### src/rtl/txl_pkg.sv
package txl_pkg;

    localparam int DWORD_W = 32;
    localparam int CRC_W   = 32;
    localparam logic [CRC_W-1:0] CRC_POLY = 32'h04C1_1DB7;
    localparam logic [CRC_W-1:0] CRC_SEED = {CRC_W{1'b1}};
    localparam int CODE_W  = 4;
    localparam int STAT_W  = 2;

    typedef enum logic [CODE_W-1:0] {
        P_SYNC  = 4'd0,
        P_ALIGN = 4'd1,
        P_XRDY  = 4'd2,
        P_RRDY  = 4'd3,
        P_RIP   = 4'd4,
        P_SOF   = 4'd5,
        P_EOF   = 4'd6,
        P_WTRM  = 4'd7,
        P_HOLD  = 4'd8,
        P_HOLDA = 4'd9,
        P_ROK   = 4'd10,
        P_RERR  = 4'd11
    } prim_e;

    typedef enum logic [STAT_W-1:0] {
        ST_OK    = 2'd0,
        ST_ERR   = 2'd1,
        ST_ABORT = 2'd2
    } stat_e;

    typedef enum logic [2:0] {
        S_IDLE,
        S_ARB,
        S_PAY,
        S_CRC,
        S_EOF,
        S_WAIT
    } phase_e;

    typedef struct packed {
        logic rrdy;
        logic hold;
        logic ok;
        logic err;
        logic sync;
    } rxev_t;

    typedef struct packed {
        phase_e               ph;
        logic                 en;
        prim_e                prim;
        logic [DWORD_W-1:0]   data;
        logic                 done;
        stat_e                stat;
    } txr_t;

    function automatic logic [CRC_W-1:0] crc_step(
        input logic [CRC_W-1:0]   c,
        input logic [DWORD_W-1:0] w
    );
        logic [CRC_W-1:0] r;
        logic             fb;
        r = c;
        for (int i = DWORD_W - 1; i >= 0; i--) begin
            fb = r[CRC_W-1] ^ w[i];
            r  = {r[CRC_W-2:0], 1'b0};
            if (fb) r = r ^ CRC_POLY;
        end
        return r;
    endfunction

endpackage

### src/rtl/txl_rx_classify.sv
module txl_rx_classify
    import txl_pkg::*;
(
    input  logic              vld,
    input  logic [CODE_W-1:0] code,
    output rxev_t             ev
);
    always_comb begin
        ev      = '0;
        ev.rrdy = vld && (code == P_RRDY);
        ev.hold = vld && (code == P_HOLD);
        ev.ok   = vld && (code == P_ROK);
        ev.err  = vld && (code == P_RERR);
        ev.sync = vld && (code == P_SYNC);
    end
endmodule

### src/rtl/txl_align_pacer.sv
module txl_align_pacer #(
    parameter int INTERVAL = 256
) (
    input  logic clk,
    input  logic rst_n,
    output logic due
);
    localparam int CW = $clog2(INTERVAL);
    localparam logic [CW-1:0] LIMIT = CW'(INTERVAL - 1);

    logic [CW-1:0] cnt_d, cnt_q;

    // count of non-ALIGN words currently shown; reset word counts as one
    always_comb begin
        due   = (cnt_q == LIMIT);
        cnt_d = due ? '0 : cnt_q + CW'(1);
    end

    always_ff @(posedge clk) begin
        if (!rst_n) cnt_q <= CW'(1);
        else        cnt_q <= cnt_d;
    end
endmodule

### src/rtl/txl_crc_unit.sv
module txl_crc_unit
    import txl_pkg::*;
(
    input  logic               clk,
    input  logic               rst_n,
    input  logic               init,
    input  logic               upd,
    input  logic [DWORD_W-1:0] word,
    output logic [CRC_W-1:0]   crc
);
    logic [CRC_W-1:0] crc_d, crc_q;

    always_comb begin
        crc_d = crc_q;
        if (init)     crc_d = CRC_SEED;
        else if (upd) crc_d = crc_step(crc_q, word);
    end

    always_ff @(posedge clk) begin
        if (!rst_n) crc_q <= CRC_SEED;
        else        crc_q <= crc_d;
    end

    assign crc = crc_q;
endmodule

### src/rtl/txl_frame_tx.sv
module txl_frame_tx
    import txl_pkg::*;
#(
    parameter int ALIGN_INTERVAL = 256
) (
    input  logic               clk,
    input  logic               rst_n,
    input  logic               tx_valid,
    input  logic [DWORD_W-1:0] tx_data,
    input  logic               tx_last,
    output logic               tx_ready,
    input  logic               rx_vld,
    input  logic [CODE_W-1:0]  rx_code,
    output logic               o_prim_en,
    output logic [CODE_W-1:0]  o_prim,
    output logic [DWORD_W-1:0] o_data,
    output logic               done_valid,
    output logic [STAT_W-1:0]  done_status
);
    txr_t             r_d, r_q;
    rxev_t            ev;
    logic             align_due;
    logic             crc_init, crc_upd, take;
    logic [CRC_W-1:0] crc_cur;

    txl_rx_classify u_cls (
        .vld  (rx_vld),
        .code (rx_code),
        .ev   (ev)
    );

    txl_align_pacer #(.INTERVAL(ALIGN_INTERVAL)) u_pace (
        .clk   (clk),
        .rst_n (rst_n),
        .due   (align_due)
    );

    txl_crc_unit u_crc (
        .clk   (clk),
        .rst_n (rst_n),
        .init  (crc_init),
        .upd   (crc_upd),
        .word  (tx_data),
        .crc   (crc_cur)
    );

    always_comb begin
        r_d      = r_q;
        r_d.done = 1'b0;
        r_d.data = '0;
        r_d.en   = 1'b1;
        crc_init = 1'b0;
        crc_upd  = 1'b0;
        take     = 1'b0;
        if (align_due) begin
            r_d.prim = P_ALIGN;
        end else begin
            unique case (r_q.ph)
                S_IDLE: begin
                    if (tx_valid) begin
                        r_d.prim = P_XRDY;
                        r_d.ph   = S_ARB;
                    end else begin
                        r_d.prim = P_SYNC;
                    end
                end
                S_ARB: begin
                    if (ev.rrdy) begin
                        r_d.prim = P_SOF;
                        r_d.ph   = S_PAY;
                        crc_init = 1'b1;
                    end else begin
                        r_d.prim = P_XRDY;
                    end
                end
                S_PAY: begin
                    if (ev.hold) begin
                        r_d.prim = P_HOLDA;
                    end else if (tx_valid) begin
                        r_d.en   = 1'b0;
                        r_d.prim = P_SYNC;
                        r_d.data = tx_data;
                        take     = 1'b1;
                        crc_upd  = 1'b1;
                        if (tx_last) r_d.ph = S_CRC;
                    end else begin
                        r_d.prim = P_HOLD;
                    end
                end
                S_CRC: begin
                    r_d.en   = 1'b0;
                    r_d.prim = P_SYNC;
                    r_d.data = crc_cur;
                    r_d.ph   = S_EOF;
                end
                S_EOF: begin
                    r_d.prim = P_EOF;
                    r_d.ph   = S_WAIT;
                end
                S_WAIT: begin
                    r_d.prim = P_SYNC;
                    if (ev.ok) begin
                        r_d.done = 1'b1;
                        r_d.stat = ST_OK;
                        r_d.ph   = S_IDLE;
                    end else if (ev.err) begin
                        r_d.done = 1'b1;
                        r_d.stat = ST_ERR;
                        r_d.ph   = S_IDLE;
                    end else if (ev.sync) begin
                        r_d.done = 1'b1;
                        r_d.stat = ST_ABORT;
                        r_d.ph   = S_IDLE;
                    end else begin
                        r_d.prim = P_WTRM;
                    end
                end
                default: begin
                    r_d.prim = P_SYNC;
                    r_d.ph   = S_IDLE;
                end
            endcase
        end
    end

    always_ff @(posedge clk) begin
        if (!rst_n) begin
            r_q.ph   <= S_IDLE;
            r_q.en   <= 1'b1;
            r_q.prim <= P_SYNC;
            r_q.data <= '0;
            r_q.done <= 1'b0;
            r_q.stat <= ST_OK;
        end else begin
            r_q <= r_d;
        end
    end

    assign tx_ready    = take;
    assign o_prim_en   = r_q.en;
    assign o_prim      = r_q.prim;
    assign o_data      = r_q.data;
    assign done_valid  = r_q.done;
    assign done_status = r_q.stat;
endmodule

### config.mk
export PLATFORM = sky130hd
export DESIGN_NAME = txl_frame_tx
export DESIGN_NICKNAME = d
export VERILOG_FILES = /design/src/rtl/txl_pkg.sv /design/src/rtl/txl_rx_classify.sv /design/src/rtl/txl_align_pacer.sv /design/src/rtl/txl_crc_unit.sv /design/src/rtl/txl_frame_tx.sv
export SDC_FILE = /design/constraint.sdc
export NUM_CORES = 1
export LEC_CHECK = 0
export ABC_AREA = 1
export BUFFER_PORTS_ARGS = -buffer_cell sky130_fd_sc_hd__buf_2
export CAP_MARGIN = 20
export CORE_ASPECT_RATIO = 1.2
export CORE_UTILIZATION = 25
export CTS_CLUSTER_SIZE = 40
export DETAILED_ROUTE_END_ITERATION = 8
export PLACE_DENSITY = 0.43
export SETUP_SLACK_MARGIN = 0.1
export SLEW_MARGIN = 20
export SYNTH_ARGS = -nofsm -noshare
export SYNTH_HDL_FRONTEND = slang
export SYNTH_SLANG_ARGS = --single-unit
### constraint.sdc
create_clock -name clk -period 4 [get_ports clk]
set_input_delay 0.2 -clock clk [delete_from_list [all_inputs] [get_ports clk]]
set_output_delay 0.2 -clock clk [all_outputs]
set_load 0.005 [all_outputs]
## Yosys cells after proc, flatten, opt, wreduce, memory -nomap -nowiden

Cells that the tools add are included.

| word-level totals | value |
|---|---|
| bits in latches | 0 |
| input bits | 41 |
| memories kept | 0 |
| logic and storage cells | 234 |
| register bits | 83 |
| ROM bits | 0 |
| output and inout port bits | 41 |
| memory bits (writable) | 0 |

| operators by class | value |
|---|---|
| divide/modulo/power cells | 0 |
| multiplexer cells | 127 |
| shifts and indexed selects | 0 |
| bitwise operators | 67 |
| equality and inequality tests | 16 |
| reduce and logical (&&, ||, !) cells | 13 |
| add/sub/neg operators | 1 |
| $mul | 0 |
| $lt $le $gt $ge | 0 |

Operator list:

| cell | number |
|---|---|
| 32-bit 2-to-1 mux | 64 |
| 27-bit 2-to-1 mux | 32 |
| 14-bit NOT | 32 |
| 32-bit one-hot mux with 2 select lines | 1 |
| 3-bit 2-to-1 mux | 13 |
| 1-bit bitwise XOR | 32 |
| 4-bit one-hot mux with 5 select lines | 1 |
| 3-bit one-hot mux with 6 select lines | 1 |
| 4-bit 2-to-1 mux | 4 |
| 4-bit == test, second input constant | 3 |
| 2-bit inequality test, second input constant | 5 |
| 1-bit 2-to-1 mux | 9 |
| 8-bit by 1-bit adder with 8-bit output, second input constant | 1 |
| 8-bit == test, second input constant | 1 |
| 7-bit AND reduction | 1 |
| 3-bit by 2-bit == test with 1-bit output, second input constant | 2 |
| 3-bit == test, second input constant | 2 |
| 1-bit logical AND | 5 |
| 4-bit by 2-bit == test with 1-bit output, second input constant | 1 |
| 4-bit logical NOT | 1 |
| 4-bit inequality test, second input constant | 1 |
| 2-bit OR reduction | 2 |
| 3-bit by 1-bit == test with 1-bit output, second input constant | 1 |
| 3-bit logical NOT | 1 |
| 6 further kinds | 8 |

## Longest topological paths before layout

| logic depth | value |
|---|---|
| word-level depth | 129 |
| gate-level depth with buffers | 30 |
| mapped depth without buffers | 30 |

## Hierarchy

Synthesis repeated with hierarchy kept, for this count alone.

| unflattened totals | value |
|---|---|
| cell total of the unflattened synthesis | 1412 |
| area total of the unflattened synthesis | 8838.5 sq um |

Modules (own cells, without submodules):

| module | cells each | instances | area an instance (sq um) | sequential area each (sq um) |
|---|---|---|---|---|
| txl_crc_unit | 1115 | 1 | 6183.4 | 640.6 |
| txl_frame_tx | 231 | 1 | 2195.9 | 860.8 |
| txl_align_pacer | 53 | 1 | 405.4 | 160.2 |
| txl_rx_classify | 13 | 1 | 53.8 | 0.0 |

## Worst setup path before layout

OpenSTA, ideal clock, no wires.

| timing path | value |
|---|---|
| path type | flip-flop to flip-flop |
| start | register u_crc.crc_q[28] (netlist: u_crc.crc[28]) |
| end | register u_crc.crc_q[23] (netlist: u_crc.crc[23]) |
| required time | 3.885 ns |
| arrival time | 2.444 ns |
| setup slack | 1.441 ns |
| period minus slack after synthesis | 2.559 ns |
| cell stages (with the launch flop) | 30 |
| cell sequence | dfxtp_1 inv_2 nand2_1 nand2_4 nand2_4 nand2_2 nand2_4 nand2_4 nand2_2 nand2_1 nand2_2 nand2_4 inv_4 nand2_1 nand2_1 nand2_2 nand2_1 nand2_2 nand2_4 nand2_2 nand2_4 inv_2 nand2_2 nand2_2 nand2_1 nand2_2 inv_2 nand2_1 nand3_1 nand2_1 |

| between the ends | value |
|---|---|
| cells in the longest elaborated chain, start to end | 99 |

RTL lines:

| item | line | RTL |
|---|---|---|
| start: declaration | txl_crc_unit.sv:11 | `logic [CRC_W-1:0] crc_d, crc_q;` |
| start signal: assignment | txl_crc_unit.sv:21 | `else crc_q <= crc_d;` |
| 32-bit 2-to-1 mux * | txl_crc_unit.sv:16 | `else if (upd) crc_d = crc_step(crc_q, word);` |
| 32-bit 2-to-1 mux * | txl_crc_unit.sv:15 | `if (init) crc_d = CRC_SEED;` |
| 32-bit 2-to-1 mux * | txl_crc_unit.sv:16 |  |
| 32-bit 2-to-1 mux * | txl_crc_unit.sv:15 |  |
| 32-bit 2-to-1 mux * | txl_crc_unit.sv:16 |  |
| 32-bit 2-to-1 mux * | txl_crc_unit.sv:15 |  |
| 1-bit bitwise XOR * | txl_pkg.sv:65 | `fb = r[CRC_W-1] ^ w[i];` |
| 27-bit 2-to-1 mux * | txl_pkg.sv:67 | `if (fb) r = r ^ CRC_POLY;` |
| (+83 left out) | -- |  |
| 32-bit 2-to-1 mux * | txl_crc_unit.sv:16 |  |
| 32-bit 2-to-1 mux * | txl_crc_unit.sv:15 |  |
| 14-bit NOT (no line) | -- |  |
| 27-bit 2-to-1 mux | txl_pkg.sv:67 |  |
| 32-bit 2-to-1 mux * | txl_crc_unit.sv:16 |  |
| 32-bit 2-to-1 mux * | txl_crc_unit.sv:15 |  |
| 14-bit NOT (no line) | -- |  |
| 27-bit 2-to-1 mux * | txl_pkg.sv:67 |  |

Every way passes the cells marked *; elsewhere a longest branch is shown, timed or not. The select of a mux whose other input is x is not followed.
A chain may end at the register's enable or synchronous reset.

## Worst setup path in the final report

| timing path | value |
|---|---|
| start | register u_crc.crc_q[27] (netlist: u_crc.crc[27]) |
| end | register u_crc.crc_q[13] (netlist: u_crc.crc[13]) |

| between the ends | value |
|---|---|
| cells in the longest elaborated chain, start to end | 97 |

RTL lines:

| item | line |
|---|---|
| 32-bit 2-to-1 mux * | txl_crc_unit.sv:16 |
| 32-bit 2-to-1 mux * | txl_crc_unit.sv:15 |
| 32-bit 2-to-1 mux * | txl_crc_unit.sv:16 |
| 32-bit 2-to-1 mux * | txl_crc_unit.sv:15 |
| 32-bit 2-to-1 mux * | txl_crc_unit.sv:16 |
| 32-bit 2-to-1 mux * | txl_crc_unit.sv:15 |
| 32-bit 2-to-1 mux * | txl_crc_unit.sv:16 |
| 32-bit 2-to-1 mux * | txl_crc_unit.sv:15 |
| (+81 left out) | -- |
| 27-bit 2-to-1 mux | txl_pkg.sv:67 |
| 32-bit 2-to-1 mux * | txl_crc_unit.sv:16 |
| 32-bit 2-to-1 mux * | txl_crc_unit.sv:15 |
| 14-bit NOT (no line) | -- |
| 27-bit 2-to-1 mux * | txl_pkg.sv:67 |
| 32-bit 2-to-1 mux * | txl_crc_unit.sv:16 |
| 32-bit 2-to-1 mux * | txl_crc_unit.sv:15 |
| 27-bit 2-to-1 mux * | txl_pkg.sv:67 |

Marked as above.

==> results.sh <==
export IMPL_grt_pass1_vias=8061
export IMPL_ys_ff_latch=83
export IMPL_yosys_warnings=0
export IMPL_cts_hold_buf=0
export IMPL_crit_type="reg -> reg"
export IMPL_multi_input_area_sq_mm=0.00548
export IMPL_die_w_um=168
export IMPL_grt_max_degree=29
export IMPL_grt_pass1_wl_mm=48.7
export IMPL_cts_path_max_buffers=2
export IMPL_relSlewSlack_pct=45.4
export IMPL_syn2layout_area_growth_pct=11.8
export IMPL_ios=82
export IMPL_nFillCells=3641
export IMPL_num_vias=8418
export IMPL_syn_avg_cell_area_sq_um=5.99
export IMPL_ff_latch_area_sq_mm=0.00166
export IMPL_tightest_slew_ns=0.819
export IMPL_path_max_fanout=8
export IMPL_cts_sinks=83
export IMPL_ant_nets=0
export IMPL_cap_viol_max_count=0
export IMPL_drc=0
export IMPL_drt_first_pass_iters=5
export IMPL_insertedDiodeCount=0
export IMPL_drive_gt1_share_pct=19.6
export IMPL_worst_skew_pair_late_latency_ns=0.35
export IMPL_clk_pin_slew_worst_paths_ns=0.07
export IMPL_place_gp_congestion=0.916
export IMPL_fin_crit_sh_pct=88.9
export IMPL_critPathMostFrequentCell="nand2_1"
export IMPL_cts_buffers=9
export IMPL_fmaxAchievable_mhz=281
export IMPL_antenna_found_initial=0
export IMPL_finalMaxSlewViolations=0
export IMPL_vias_per_cell=4.60
export IMPL_hold_worst_slack_ns=0.122
export IMPL_cts_tree="built"
export IMPL_dr_first_iter_drc_count=648
export IMPL_io_buffer_count=81
export IMPL_overflow=0
export IMPL_die_y_um=201
export IMPL_rows=72
export IMPL_h_tree_depth=3
export IMPL_finalHoldViolations=0
export IMPL_crit_path_top_delay_cell="dfxtp_1"
export IMPL_clock_skew_ns=0.0140
export IMPL_mostFrequentLayoutCells="495 x nand2_1, 143 x inv_1, 139 x nand3_1"
export IMPL_endpoint_kind="flop"
export IMPL_yosysUniqueCellTypes=42
export IMPL_die_area_sq_mm=0.0336
export IMPL_hold_class="in -> reg"
export IMPL_yosysSeqAreaShare_pct=20.2
export IMPL_synth_ff_type="dfxtp_1"
export IMPL_initial_core_util_pct=25.4
export IMPL_tns_ns=0
export IMPL_cpPeakStageDelay_ns=0.52
export IMPL_outcome="complete, no violations"
export IMPL_grt_use_total_pct=19.4
export IMPL_required_ns=4.24
export IMPL_postCtsSetupRepairBufs=0
export IMPL_synthesis_area_sq_mm=0.00822
export IMPL_synth_nets=1414
export IMPL_synth_edf_count=0
export IMPL_rsz0062_at_grt="false"
export IMPL_nets=1459
export IMPL_dpl_hpwl_mm=27.0
export IMPL_setup_viol=0
export IMPL_layout_commonest_cell="nand2_1"
export IMPL_synthesis_instances=1372
export IMPL_coreArea_sq_mm=0.0323
export IMPL_wl_per_cell_um=17.6
export IMPL_finalCriticalPeriod_ns=3.56
export IMPL_arrival_ns=3.80
export IMPL_cts_root_buffer="clkbuf_16"
export IMPL_start_kind="flop"
export IMPL_drt_wl_total_mm=32.3
export IMPL_async_reset_ff_share_pct=0
## critical path, delay by kind of cell (launching register included)
family                 cells  cell delay [ns]
and+or+nand+nor           24             2.58
DFF                        1             0.52
buffers and inverters      3             0.32
## area by class of cell
class / count / area share [%]
multi-input combinational: 1041 / 59.6
inverter: 191 / 7.94
clock inverter: 6 / 1.05
sequential: 83 / 18.1
timing repair buffer: 91 / 5.23
tap: 407 / 5.54
clock buffer: 10 / 2.60
## per-stage QoR
| stage | area, sq um | setup WS [ns] | utilization [%] | std cells |
|---|---|---|---|---|
| 5_1_grt | 9190 | 0.153 | 28.4 | 1829 |
| 2_1_floorplan | 8220 | 1.44 | - | 1372 |
| 3_5_place_dp | 8850 | 0.443 | 27.4 | 1813 |
| 4_1_cts | 9190 | 0.429 | 28.4 | 1829 |
| 3_3_place_gp | 8850 | 0.408 | 27.4 | 1813 |
| 6_report | 9190 | 0.442 | 28.4 | 1829 |
## state kept, by name, summed over array words and instances, names as in the netlist
signal and count:
u_pace.cnt_q 8, o_data 32, r_q 3, o_prim_en 1, o_prim 4, done_valid 1, done_status 2, u_crc.crc 32
## final timing paths
path | startpoint | end | slack (ns) | depth (start not counted)
max | u_crc.crc[27] | u_crc.crc[13] | 0.44 | 27
min | rst_n | u_pace.cnt_q[0] | 0.12 | 2
max reg2reg | u_crc.crc[27] | u_crc.crc[13] | 0.44 | 27
min reg2reg | u_crc.crc[1] | u_crc.crc[1] | 0.48 | 2
## synth_stat cells, types with 5 or more instances
cell	instances	area, sq um
a21oi_1	45	225
buf_4	38	285
clkbuf_1	14	52.6
dfxtp_1	83	1660
inv_1	143	537
inv_2	42	158
inv_4	5	31.3
nand2_1	496	1860
nand2_2	70	438
nand2_4	30	338
nand3_1	139	696
nand3_2	7	70.1
nand4_1	13	81.3
nor2_1	54	203
o21ai_0	14	70.1
o21ai_1	6	30.0
o22ai_1	26	163
xnor2_1	17	149
xor2_1	87	762
## per-layer routing
metal  up-vias  global-route usage [%]  share of wire, %
met3        38                    1.85               4.1
met5         -                       0                 0
met2       237                    33.9                48
li1       4318                       -                 -
met1      3825                    24.4                44
met4         0                    7.24               3.2
## cells by family (layout without fill, tap and decap cells)
group           Yosys count  in the layout  share of synthesized area, %
compound gates          102            102                          6.92
xor+xnor                107            107                          11.8
fa+ha+maj                 1              1                         0.152
buf+inv                 248            298                          13.3
flops                    83             83                          20.2
simple gates            831            831                          47.7
## repair_timing
action,in CTS,in global routing
setup endpoints to repair,0,1
gates resized for setup,0,1
endpoints found under the hold margin,0,0
Power is left out: the tool's default activity adds up to more than one toggle a clock period on the data nets, which glitch-free logic cannot reach.
